<file path="src/rtl/irq_fe_pkg.sv">
package irq_fe_pkg;

    localparam int NUM_LINES   = 16;
    localparam int ID_W        = $clog2(NUM_LINES);
    localparam int DATA_W      = NUM_LINES;
    localparam int ADDR_W      = 3;
    localparam int SENSE_W     = 2;
    localparam int SYNC_STAGES = 2;
    localparam int LOCK_STATES = 3;

    typedef enum logic [SENSE_W-1:0] {
        SENSE_RISE     = 2'b00,
        SENSE_FALL     = 2'b01,
        SENSE_BOTH     = 2'b10,
        SENSE_BOTH_ALT = 2'b11
    } sense_e;

    typedef enum logic [ADDR_W-1:0] {
        REG_ENABLE   = 3'd0,
        REG_FLAGS    = 3'd1,
        REG_BANK     = 3'd2,
        REG_SENSE_LO = 3'd3,
        REG_SENSE_HI = 3'd4
    } reg_addr_e;

    // Per-line configuration carried into each edge detector
    typedef struct packed {
        logic   bank;
        sense_e sense;
    } line_cfg_t;

    // Returns 1 when the transition prev->cur matches the programmed sense
    function automatic logic edge_hit(input sense_e s, input logic prev, input logic cur);
        logic rise;
        logic fall;
        rise = cur & ~prev;
        fall = ~cur & prev;
        case (s)
            SENSE_RISE: edge_hit = rise;
            SENSE_FALL: edge_hit = fall;
            default:    edge_hit = rise | fall;
        endcase
    endfunction

    // Lowest set bit index; 0 when the vector is empty
    function automatic logic [ID_W-1:0] lowest_set(input logic [NUM_LINES-1:0] v);
        lowest_set = '0;
        for (int i = NUM_LINES - 1; i >= 0; i--) begin
            if (v[i]) lowest_set = ID_W'(i);
        end
    endfunction

endpackage

</file>
<file path="src/rtl/irq_fe_sync.sv">
module irq_fe_sync #(
    parameter int WIDTH  = 1,
    parameter int STAGES = 2
) (
    input  logic             clk_i,
    input  logic             rst_i,
    input  logic [WIDTH-1:0] async_i,
    output logic [WIDTH-1:0] sync_o
);
    logic [WIDTH-1:0] chain_q [STAGES];

    always_ff @(posedge clk_i) begin
        if (rst_i) begin
            for (int s = 0; s < STAGES; s++) chain_q[s] <= '0;
        end else begin
            chain_q[0] <= async_i;
            for (int s = 1; s < STAGES; s++) chain_q[s] <= chain_q[s-1];
        end
    end

    assign sync_o = chain_q[STAGES-1];

endmodule

</file>
<file path="src/rtl/irq_fe_line.sv">
module irq_fe_line
    import irq_fe_pkg::*;
(
    input  logic      clk_i,
    input  logic      rst_i,
    input  logic      pin_a_i,
    input  logic      pin_b_i,
    input  line_cfg_t cfg_i,
    input  logic      rd_mark_i,
    input  logic      clr_wr_i,
    output logic      flag_o
);
    logic level;
    logic prev_q;
    logic edge_det;
    logic seen_q;
    logic flag_q;
    logic clear_ok;

    // Selection happens after synchronization, so a select change is itself a level change
    assign level    = cfg_i.bank ? pin_b_i : pin_a_i;
    assign edge_det = edge_hit(cfg_i.sense, prev_q, level);
    assign clear_ok = clr_wr_i & seen_q;

    always_ff @(posedge clk_i) begin
        if (rst_i) begin
            prev_q <= 1'b0;
            flag_q <= 1'b0;
            seen_q <= 1'b0;
        end else begin
            prev_q <= level;
            if (edge_det)      flag_q <= 1'b1;
            else if (clear_ok) flag_q <= 1'b0;
            if (clear_ok)                 seen_q <= 1'b0;
            else if (rd_mark_i && flag_q) seen_q <= 1'b1;
        end
    end

    assign flag_o = flag_q;

    assert_sticky_R5: assert property (@(posedge clk_i) disable iff (rst_i)
        (flag_q && !clr_wr_i) |=> flag_q);

    assert_unread_keeps_R5: assert property (@(posedge clk_i) disable iff (rst_i)
        (flag_q && !seen_q && !rd_mark_i) |=> flag_q);

    assert_edge_wins_R6: assert property (@(posedge clk_i) disable iff (rst_i)
        edge_det |=> flag_q);

endmodule

</file>
<file path="src/rtl/irq_fe_grant.sv">
module irq_fe_grant
    import irq_fe_pkg::*;
#(
    parameter int LOCK_LEN = LOCK_STATES
) (
    input  logic                 clk_i,
    input  logic                 rst_i,
    input  logic [NUM_LINES-1:0] flags_i,
    input  logic [NUM_LINES-1:0] enable_i,
    input  logic                 mask_wr_i,
    input  logic                 mask_val_i,
    input  logic                 xfer_busy_i,
    input  logic                 ack_i,
    input  logic                 nmi_edge_i,
    input  logic                 nmi_ack_i,
    output logic                 req_valid_o,
    output logic [ID_W-1:0]      req_id_o,
    output logic                 nmi_req_o
);
    localparam int LOCK_W = $clog2(LOCK_LEN + 1);

    logic [LOCK_W-1:0]    lock_cnt_q;
    logic                 mask_p1_vld_q, mask_p1_val_q;
    logic                 mask_p2_vld_q, mask_p2_val_q;
    logic                 mask_eff_q;
    logic                 req_valid_q;
    logic [ID_W-1:0]      req_id_q;
    logic                 nmi_pend_q;
    logic                 nmi_req_q;
    logic [NUM_LINES-1:0] pend;
    logic                 gate_open;

    assign pend      = flags_i & enable_i;
    assign gate_open = (lock_cnt_q == '0) && !mask_wr_i && !xfer_busy_i;

    // Lock-out counter and two-stage mask pipeline
    always_ff @(posedge clk_i) begin
        if (rst_i) begin
            lock_cnt_q    <= '0;
            mask_p1_vld_q <= 1'b0;
            mask_p1_val_q <= 1'b0;
            mask_p2_vld_q <= 1'b0;
            mask_p2_val_q <= 1'b0;
            mask_eff_q    <= 1'b0;
        end else begin
            if (mask_wr_i)              lock_cnt_q <= LOCK_W'(LOCK_LEN);
            else if (lock_cnt_q != '0)  lock_cnt_q <= lock_cnt_q - 1'b1;
            mask_p1_vld_q <= mask_wr_i;
            mask_p1_val_q <= mask_val_i;
            mask_p2_vld_q <= mask_p1_vld_q;
            mask_p2_val_q <= mask_p1_val_q;
            if (mask_p2_vld_q) mask_eff_q <= mask_p2_val_q;
        end
    end

    // Maskable request: raised through the gate, frozen until acknowledge
    always_ff @(posedge clk_i) begin
        if (rst_i) begin
            req_valid_q <= 1'b0;
            req_id_q    <= '0;
        end else if (req_valid_q) begin
            if (ack_i) req_valid_q <= 1'b0;
        end else if (gate_open && !mask_eff_q && (pend != '0)) begin
            req_valid_q <= 1'b1;
            req_id_q    <= lowest_set(pend);
        end
    end

    // Non-maskable request: pending latch plus handshake
    always_ff @(posedge clk_i) begin
        if (rst_i) begin
            nmi_pend_q <= 1'b0;
            nmi_req_q  <= 1'b0;
        end else if (nmi_req_q && nmi_ack_i) begin
            nmi_req_q  <= 1'b0;
            nmi_pend_q <= nmi_edge_i;
        end else begin
            if (nmi_edge_i) nmi_pend_q <= 1'b1;
            if (!nmi_req_q && nmi_pend_q && gate_open) nmi_req_q <= 1'b1;
        end
    end

    assign req_valid_o = req_valid_q;
    assign req_id_o    = req_id_q;
    assign nmi_req_o   = nmi_req_q;

    assert_lock_req_R9: assert property (@(posedge clk_i) disable iff (rst_i)
        $rose(req_valid_q) |-> ($past(lock_cnt_q) == '0 && !$past(mask_wr_i)));

    assert_lock_nmi_R9: assert property (@(posedge clk_i) disable iff (rst_i)
        $rose(nmi_req_q) |-> ($past(lock_cnt_q) == '0 && !$past(mask_wr_i)));

    assert_mask_blocks_R10: assert property (@(posedge clk_i) disable iff (rst_i)
        $rose(req_valid_q) |-> !$past(mask_eff_q));

    assert_xfer_req_R11: assert property (@(posedge clk_i) disable iff (rst_i)
        $rose(req_valid_q) |-> !$past(xfer_busy_i));

    assert_xfer_nmi_R11: assert property (@(posedge clk_i) disable iff (rst_i)
        $rose(nmi_req_q) |-> !$past(xfer_busy_i));

    assert_needs_enable_R7: assert property (@(posedge clk_i) disable iff (rst_i)
        $rose(req_valid_q) |-> ($past(pend) != '0));

    assert_hold_R8: assert property (@(posedge clk_i) disable iff (rst_i)
        (req_valid_q && !ack_i) |=> (req_valid_q && $stable(req_id_q)));

    assert_nmi_hold_R12: assert property (@(posedge clk_i) disable iff (rst_i)
        (nmi_req_q && !nmi_ack_i) |=> nmi_req_q);

endmodule

</file>
<file path="src/rtl/irq_front_ctrl.sv">
module irq_front_ctrl
    import irq_fe_pkg::*;
(
    input  logic                 clk_i,
    input  logic                 rst_i,
    input  logic [NUM_LINES-1:0] pin_a_i,
    input  logic [NUM_LINES-1:0] pin_b_i,
    input  logic                 nmi_i,
    input  logic                 bus_wr_i,
    input  logic                 bus_rd_i,
    input  logic [ADDR_W-1:0]    bus_addr_i,
    input  logic [DATA_W-1:0]    bus_wdata_i,
    output logic [DATA_W-1:0]    bus_rdata_o,
    input  logic                 mask_wr_i,
    input  logic                 mask_val_i,
    input  logic                 xfer_busy_i,
    input  logic                 ack_i,
    input  logic                 nmi_ack_i,
    output logic                 req_valid_o,
    output logic [ID_W-1:0]      req_id_o,
    output logic                 nmi_req_o
);
    localparam int SYNC_W  = 2 * NUM_LINES + 1;
    localparam int SENSE_T = SENSE_W * NUM_LINES;

    logic [SYNC_W-1:0]    sync_bus;
    logic [NUM_LINES-1:0] sync_a;
    logic [NUM_LINES-1:0] sync_b;
    logic                 sync_nmi;
    logic                 nmi_prev_q;
    logic                 nmi_edge;

    logic [NUM_LINES-1:0] enable_q;
    logic [NUM_LINES-1:0] bank_q;
    logic [SENSE_T-1:0]   sense_q;
    logic [NUM_LINES-1:0] flags;
    logic [NUM_LINES-1:0] clr_wr;
    logic                 rd_mark;
    logic [DATA_W-1:0]    rdata_q;

    irq_fe_sync #(.WIDTH(SYNC_W), .STAGES(SYNC_STAGES)) u_sync (
        .clk_i   (clk_i),
        .rst_i   (rst_i),
        .async_i ({nmi_i, pin_b_i, pin_a_i}),
        .sync_o  (sync_bus)
    );

    assign sync_a   = sync_bus[NUM_LINES-1:0];
    assign sync_b   = sync_bus[2*NUM_LINES-1:NUM_LINES];
    assign sync_nmi = sync_bus[SYNC_W-1];

    always_ff @(posedge clk_i) begin
        if (rst_i) nmi_prev_q <= 1'b0;
        else       nmi_prev_q <= sync_nmi;
    end
    assign nmi_edge = sync_nmi & ~nmi_prev_q;

    // Configuration registers
    always_ff @(posedge clk_i) begin
        if (rst_i) begin
            enable_q <= '0;
            bank_q   <= '0;
            sense_q  <= '0;
        end else if (bus_wr_i) begin
            case (bus_addr_i)
                REG_ENABLE:   enable_q                  <= bus_wdata_i;
                REG_BANK:     bank_q                    <= bus_wdata_i;
                REG_SENSE_LO: sense_q[DATA_W-1:0]       <= bus_wdata_i;
                REG_SENSE_HI: sense_q[SENSE_T-1:DATA_W] <= bus_wdata_i;
                default:      ;
            endcase
        end
    end

    assign rd_mark = bus_rd_i && (bus_addr_i == REG_FLAGS);
    assign clr_wr  = (bus_wr_i && (bus_addr_i == REG_FLAGS)) ? ~bus_wdata_i : '0;

    for (genvar n = 0; n < NUM_LINES; n++) begin : g_line
        line_cfg_t cfg;
        assign cfg.bank  = bank_q[n];
        assign cfg.sense = sense_e'(sense_q[SENSE_W*n +: SENSE_W]);

        irq_fe_line u_line (
            .clk_i     (clk_i),
            .rst_i     (rst_i),
            .pin_a_i   (sync_a[n]),
            .pin_b_i   (sync_b[n]),
            .cfg_i     (cfg),
            .rd_mark_i (rd_mark),
            .clr_wr_i  (clr_wr[n]),
            .flag_o    (flags[n])
        );
    end

    irq_fe_grant #(.LOCK_LEN(LOCK_STATES)) u_grant (
        .clk_i       (clk_i),
        .rst_i       (rst_i),
        .flags_i     (flags),
        .enable_i    (enable_q),
        .mask_wr_i   (mask_wr_i),
        .mask_val_i  (mask_val_i),
        .xfer_busy_i (xfer_busy_i),
        .ack_i       (ack_i),
        .nmi_edge_i  (nmi_edge),
        .nmi_ack_i   (nmi_ack_i),
        .req_valid_o (req_valid_o),
        .req_id_o    (req_id_o),
        .nmi_req_o   (nmi_req_o)
    );

    // Registered read port
    always_ff @(posedge clk_i) begin
        if (rst_i) begin
            rdata_q <= '0;
        end else if (bus_rd_i) begin
            case (bus_addr_i)
                REG_ENABLE:   rdata_q <= enable_q;
                REG_FLAGS:    rdata_q <= flags;
                REG_BANK:     rdata_q <= bank_q;
                REG_SENSE_LO: rdata_q <= sense_q[DATA_W-1:0];
                REG_SENSE_HI: rdata_q <= sense_q[SENSE_T-1:DATA_W];
                default:      rdata_q <= '0;
            endcase
        end
    end

    assign bus_rdata_o = rdata_q;

    assert_rdata_hold_R13: assert property (@(posedge clk_i) disable iff (rst_i)
        !bus_rd_i |=> $stable(bus_rdata_o));

    assert_unmapped_zero_R13: assert property (@(posedge clk_i) disable iff (rst_i)
        (bus_rd_i && bus_addr_i > REG_SENSE_HI) |=> (bus_rdata_o == '0));

    assert_flag_read_R5: assert property (@(posedge clk_i) disable iff (rst_i)
        rd_mark |=> (bus_rdata_o == $past(flags)));

endmodule

</file>
<file path="config.mk">
export PLATFORM = sky130hd
export DESIGN_NAME = irq_front_ctrl
export DESIGN_NICKNAME = d
export VERILOG_FILES = /design/src/rtl/irq_fe_pkg.sv /design/src/rtl/irq_fe_sync.sv /design/src/rtl/irq_fe_line.sv /design/src/rtl/irq_fe_grant.sv /design/src/rtl/irq_front_ctrl.sv
export SDC_FILE = /design/constraint.sdc
export NUM_CORES = 1
export LEC_CHECK = 0
export ABC_AREA = 1
export BUFFER_PORTS_ARGS = -buffer_cell sky130_fd_sc_hd__buf_2
export CAP_MARGIN = 20
export CORE_AREA = 2 2 142 144
export CTS_CLUSTER_DIAMETER = 150
export DETAILED_ROUTE_END_ITERATION = 6
export DIE_AREA = 0 0 144 146
export PLACE_DENSITY_LB_ADDON = 0.15
export SETUP_SLACK_MARGIN = 0.02
export SLEW_MARGIN = 30
export SYNTH_ARGS = -nofsm -noshare
export SYNTH_HDL_FRONTEND = slang
export SYNTH_SLANG_ARGS = --single-unit
</file>
<file path="constraint.sdc">
create_clock -name clk_i -period 2.23 [get_ports clk_i]
set_clock_uncertainty 0.1 [all_clocks]
set_input_delay 0.3345 -clock clk_i [delete_from_list [all_inputs] [get_ports clk_i]]
set_output_delay 0.3345 -clock clk_i [all_outputs]
set_load 0.1 [all_outputs]
</file>
### Word level (Yosys, flattened, before mapping)

Memory sizes are Yosys's and may differ from the RTL's.
Index checks and enable logic that the tools add are counted.

* bits of input ports: 61
* output and inout port bits: 22
* memories: 1
* memory bits (writable): 66
* register bits after elaboration: 143

Memory list
* u_sync.chain_q: depth 2, bits a word 33, rd ports 2, clocked after memory_dff 0, write ports 2, RTL line irq_fe_sync.sv:10 `logic [WIDTH-1:0] chain_q [STAGES];`

* multiplexer cells: 94
* reduce and logical (&&, ||, !) cells: 89
* eq/ne operators: 20
* add/subtract/negate cells: 1
* bitwise logic cells: 103

Operators with widths (number)
* one-hot mux 16 bit (5 select lines): 1
* 2-to-1 mux 33 bit: 2
* 2-to-1 mux 4 bit: 16
* 2-to-1 mux 1 bit: 56
* AND 1 bit: 49
* nonzero test 2 bit: 19
* logical NOT 2 bit: 17
* NOT 1 bit: 34
* OR reduction 2 bit: 17
* == test 2 x 1 -> 1 bit (second input constant): 16
* one-hot mux 1 bit (2 select lines): 16
* logical AND 1 bit: 25
* bitwise OR 1 bit: 18
* AND 16 bit: 1
* 2-to-1 mux 16 bit: 1
* NOT 16 bit: 1
* nonzero test 16 bit: 1
* AND reduction 2 bit: 5
* == test 3 x 2 -> 1 bit (second input constant): 2
* logical NOT 1 bit: 4
* 2-to-1 mux 2 bit: 2
* == test 3 x 1 -> 1 bit (second input constant): 1
* == test 3 bit (second input constant): 1
* logical NOT 3 bit: 1
* subtractor 2 x 1 -> 2 bit (second input constant): 1

### Longest topological paths before layout

* depth after elaboration: 17
* mapped depth: 18
* mapped depth without buffers: 18

### Modules after synthesis

A second synthesis with hierarchy kept.

* cells, all modules: 1301
* area total of the unflattened synthesis: 9416.5 um2

Modules (own cells, without submodules)
* irq_front_ctrl: area an instance 3846.2 um2, times used 1, cells each 547
* irq_fe_line: area an instance 167.7 um2, times used 16, cells each 25
* irq_fe_sync: area an instance 2127.0 um2, times used 1, cells each 238
* irq_fe_grant: area an instance 760.7 um2, times used 1, cells each 116

### Worst setup path after synthesis

Ideal clock, no wire load.

* path kind: flip-flop to flip-flop
* from: register u_grant.req_valid_q, in the netlist u_grant.req_valid_o
* to: register u_grant.req_id_q[0], in the netlist u_grant.req_id_o[0]
* buffers on the path: 0
* stages on the path, launching flop included: 8
* period minus slack after synthesis: 1760 ps
* required time: 2060 ps
* data arrival time: 1590 ps
* library setup time: 70 ps
* path slack: 470 ps
* cell sequence: dfxtp_1 -> nor4_2 -> nand2_1 -> nand2_2 -> inv_1 -> a21oi_1 -> nand2_1 -> a21oi_1

* longest elaborated chain between the ends: 2

RTL lines
* from (decl): RTL line irq_fe_grant.sv:26 `logic req_valid_q;`
* from (signal assigned): RTL line irq_fe_grant.sv:59 `req_valid_q <= 1'b0;`
* from (signal assigned): RTL line irq_fe_grant.sv:62 `if (ack_i) req_valid_q <= 1'b0;`
* from (signal assigned): RTL line irq_fe_grant.sv:64 `req_valid_q <= 1'b1;`
* NOT 1 bit (no source line)
* AND reduction 2 bit (no source line)
* to (signal assigned): RTL line irq_fe_grant.sv:65 `req_id_q <= lowest_set(pend);`
* to (decl): RTL line irq_fe_grant.sv:27 `logic [ID_W-1:0] req_id_q;`

No other way between the ends.
A chain may end at the register's enable or synchronous reset.

### Worst setup path in the final report

* from: register u_grant.lock_cnt_q[0]
* to: register u_grant.req_id_q[0], in the netlist u_grant.req_id_o[0]

* longest elaborated chain between the ends: 6

RTL lines
* from (decl): RTL line irq_fe_grant.sv:22 `logic [LOCK_W-1:0] lock_cnt_q;`
* from (signal assigned): RTL line irq_fe_grant.sv:46 `if (mask_wr_i) lock_cnt_q <= LOCK_W'(LOCK_LEN);`
* from (signal assigned): RTL line irq_fe_grant.sv:47 `else if (lock_cnt_q != '0) lock_cnt_q <= lock_cnt_q - 1'b1;`
* logical NOT 2 bit: RTL line irq_fe_grant.sv:34 `assign gate_open = (lock_cnt_q == '0) && !mask_wr_i && !xfer_busy_i;`
* logical AND 1 bit (2 in series): RTL line irq_fe_grant.sv:34
* logical AND 1 bit (2 in series): RTL line irq_fe_grant.sv:63 `end else if (gate_open && !mask_eff_q && (pend != '0)) begin`
* AND reduction 2 bit (no source line)

No other way between the ends.

==> metrics.md <==
| Metric | Value |
|---|---|
| Die ar. | 0.0210 mm^2 |
| CTS tree | done |
| Maximum vdd ir drop | 0.493 mV |
| HPWL after detailed placement | 15,200 um |
| Top Ports | 83 |
| Initial antenna violation count | 0 |
| Top FF cell, synth | dfxtp_1 |
| DIE WIDTH | 144 um |
| Unrepaired setup endpoints after global routing | no |
| Clock group share of total power | 0.429 |
| Final Cycle Share | 0.825 |
| Seq pwr share | 0.483 |
| Total chip power | about 0.0083 W |
| Combinational family with the most area after synthesis | compound AO/OA/AOI/OAI gates |
| Cell internal pwr | 0.00625 W |
| Crit path depth | 12 |
| R2r endpoint | u_grant.req_id_o[0] |
| Placeable Area | 0.0193 mm^2 |
| Synth Area in Compound Gates | 0.185 |
| Synth-to-Final Area Change | 20.6% |
| DR pass1 iterations | 5 |
| R2R Setup Slk | a little under 0.4 ns |
| WL per Instance | 14.5 um |
| Post-Synthesis Net Count | 1,199 |
| Die Span Y | 146 um |
| Most frequent cells in the layout | dfxtp_1, inv_1, nand2_1 |
| Most frequent CP cell | inv_1 |
| Highest Clock Rate | 543 MHz |
| Antenna viol nets, final | 0 |
| Critical path type | flop to flop |
| Sw frac | 0.243 |
| Comb power frac | 0.088 |
| CP Cell Sequence | inv_1 > ha_1 > inv_1 > nor2_1 > inv_1 > nor4_2 > nand2_1 > nand2_2 > inv_1 > a21oi_1 > nand2_1 > a21oi_1 |
| CP bufs+invs | 4 |
| Post-synth EDFFs | 0 |
| Setup TNS | 0 ns |
| Yosys reg bits | 209 |
| R2R Path Start | u_grant.lock_cnt_q[0] |
| Final min period | around 1.8 ns |
| Crit. Startpoint | u_grant.lock_cnt_q[0] |
| Yosys warns | 0 |
| Vias in the first global route | 6,644 |
| Critical path's top delay family | simple AND/OR/NAND/NOR gates |
| All-layer global routing usage | 0.210 |
| Finished Layout Cells | 1,503 |
| Port Buffer Count | 82 |
| Slowest stage cell on the critical path | dfxtp_1 |
| Max-cap viol count | 0 |
| Post-synthesis sequential area ratio | 0.488 |
| DR vias/cell | roughly 4.8 |
| Post-synthesis adder-cell area fraction | 0.0481 |
| Worst path max stage delay | around 0.30 ns |
| Vias | around 7.3k |
| Cell Pwr Density | around 800 mW/mm^2 |
| Final RePlAce weighted congestion | 0.834 |
| Max-slew violations | 0 |
| Synth Area in XOR/XNOR | 0 |
| Status | finished clean |
| CTS Buffer Depth | 3 |
| First-pass GRT wire length | between 30,000 and 40,000 um |
| Net Sw Power | approximately 0.002 W |
| Mux contribution to synthesized area | 0 |
| FF-to-FF path depth | 12 |
| Placed Cells | ~1.4k |
| Critical Path Fanout Max | 5 |
| Layout cells sized above 1 | 0.128 |
| Post-synth ARST share | 0 |
| Routed WL | 21,800 um |
| Critical Path AT | 2.17 ns |
| Worst skew pair latency | 0.50 ns |
| Final setup fails | 0 |
| Post-synthesis simple-gate area fraction | 0.168 |
| Post-Synthesis Cells | 1,105 |
| CP Capture Type | flop |
| Clk pin slew, worst setup/hold paths | 0.06 ns |
| End of the critical path | u_grant.req_id_o[0] |
| Cts bufs inserted | 23 |
| Count of final hold-check violations | 0 |
| Nets | 1,317 |
| Post-synthesis instance area | 0.00858 mm^2 |
| Avg Inst Size Synth | 7.76 um^2 |
| CP Launch Type | flop |
| Commonest non-fill, non-tap cell in the layout | dfxtp_1 |
| Slew headroom | 0.461 |
| Worst Path Required | 2.56 ns |
| Synth unique cells | 33 |
| GRT overflow | 0 |
| Tightest Pin Transition | 0.808 ns |
| Rows | 51 |
| Sink Count | 209 |
| Pin count of the biggest net entering global routing | 89 |
| Root Driver | clkbuf_16 |
| Initial Util | 0.444 |
| H-tree depth | 1 |
| Diode count | 0 |
| Drc violations | 0 |
| Hold Crit Class | input port to flop |
| Initial DRC Count | 466 |
| Leakage | around 4.4 nW |
[worst register-to-register path, stage by stage, from the launching register on]
cell and delay (ns):
dfxtp_1 0.30, inv_1 0.07, ha_1 0.14, inv_1 0.06, nor2_1 0.13, inv_1 0.09
nor4_2 0.25, nand2_1 0.13, nand2_2 0.12, inv_1 0.07, a21oi_1 0.11, nand2_1 0.07
a21oi_1 0.12
[timing repair]
item / CTS / global route
gates resized for setup: 0 / 0
setup buffers: 0 / 0
hold buffers: 36 / 0
hold endpoints to repair: 36 / 0
[metal layers]
metal,global-route usage,wire (um)
met4,0.0451,312
met3,0.0299,1370
met1,0.315,10700
met2,0.322,9360
met5,0,0
[how the worst min path moves through the flow]
| stage | to | depth (start not counted) | start | slack [ns] |
|---|---|---|---|---|
| 3_3_place_gp | u_grant.mask_p2_vld_q | 2 | u_grant.mask_p1_vld_q | 0.29 |
| 5_1_grt | enable_q[15] | 3 | bus_wdata_i[15] | 0.06 |
| 3_5_place_dp | u_grant.mask_p2_vld_q | 2 | u_grant.mask_p1_vld_q | 0.29 |
| 4_1_cts | enable_q[15] | 3 | bus_wdata_i[15] | 0.04 |
| 6_report | enable_q[14] | 3 | bus_wdata_i[14] | 0.05 |
| 2_1_floorplan | u_grant.mask_p2_val_q | 2 | u_grant.mask_p1_val_q | 0.29 |
[stage by stage]
stage / util / hold slack [ns] / setup slack (ns) / instance area, um^2
floorplan: - / 0.288 / 0.470 / 8580
global placement: 0.480 / 0.290 / 0.386 / 9280
detailed placement: 0.480 / 0.292 / 0.339 / 9280
CTS: 0.535 / 0.0434 / 0.379 / 10300
global route: 0.535 / 0.0615 / 0.135 / 10300
finish: 0.535 / 0.0532 / 0.390 / 10300
[logic make-up after synthesis]
kind of cell             after synthesis
AO/OA/AOI/OAI                        257
adder cells (fa/ha/maj)               33
buffers and inverters                246
flip-flops                           209
AND/OR/NAND/NOR                      360
[synth_stat cells (2+ instances only)]
master | number | area, um^2
o21ai_1 | 17 | 85.1
nand2_1 | 187 | 702
a21oi_1 | 102 | 510
a31oi_1 | 3 | 18.8
buf_1 | 2 | 7.51
o31ai_4 | 10 | 213
nor2_2 | 2 | 12.5
buf_4 | 4 | 30.0
o22ai_1 | 15 | 93.8
inv_1 | 196 | 736
a221o_1 | 10 | 100
nor3_1 | 4 | 20.0
a32o_1 | 2 | 20.0
inv_2 | 4 | 15.0
nand2_2 | 3 | 18.8
o21ai_0 | 77 | 385
nor2_1 | 132 | 495
ha_1 | 33 | 413
clkbuf_1 | 30 | 113
nand3_1 | 28 | 140
a211oi_1 | 4 | 30.0
o21a_1 | 2 | 15.0
dfxtp_1 | 209 | 4180
o211ai_1 | 13 | 97.6
buf_2 | 8 | 40.0
[cell type report]
type / instances / area, um^2
Fill cell: 1896 / 8990
Sequential cell: 209 / 4180
Multi-Input combinational cell: 650 / 3440
Timing Repair Buffer: 138 / 936
Inverter: 201 / 754
Clock buffer: 36 / 684
Tap cell: 265 / 332
Clock inverter: 4 / 20.0
[state kept, by name, summed over array words and instances, names as in the netlist, 2 cells and up]
| signal | flops |
|---|---|
| bank_q | 16 |
| bus_rdata_o | 16 |
| enable_q | 16 |
| g_line.u_line.flag_o | 16 |
| g_line.u_line.prev_q | 16 |
| g_line.u_line.seen_q | 16 |
| sense_q | 32 |
| u_grant.lock_cnt_q | 2 |
| u_grant.req_id_o | 4 |
| u_sync.chain_q | 66 |
[power by group through the flow]
stage	Combinational, W	Clock, W	Sequential (W)
after floorplan	0.000403	0	0.00408
after global placement	0.000675	0	0.00406
after detailed placement	0.000679	0	0.00406
after CTS	0.000729	0.00362	0.00398
after global routing	0.000820	0.00381	0.00400
final	0.000730	0.00354	0.00398
(Power assumes the default switching activity.)
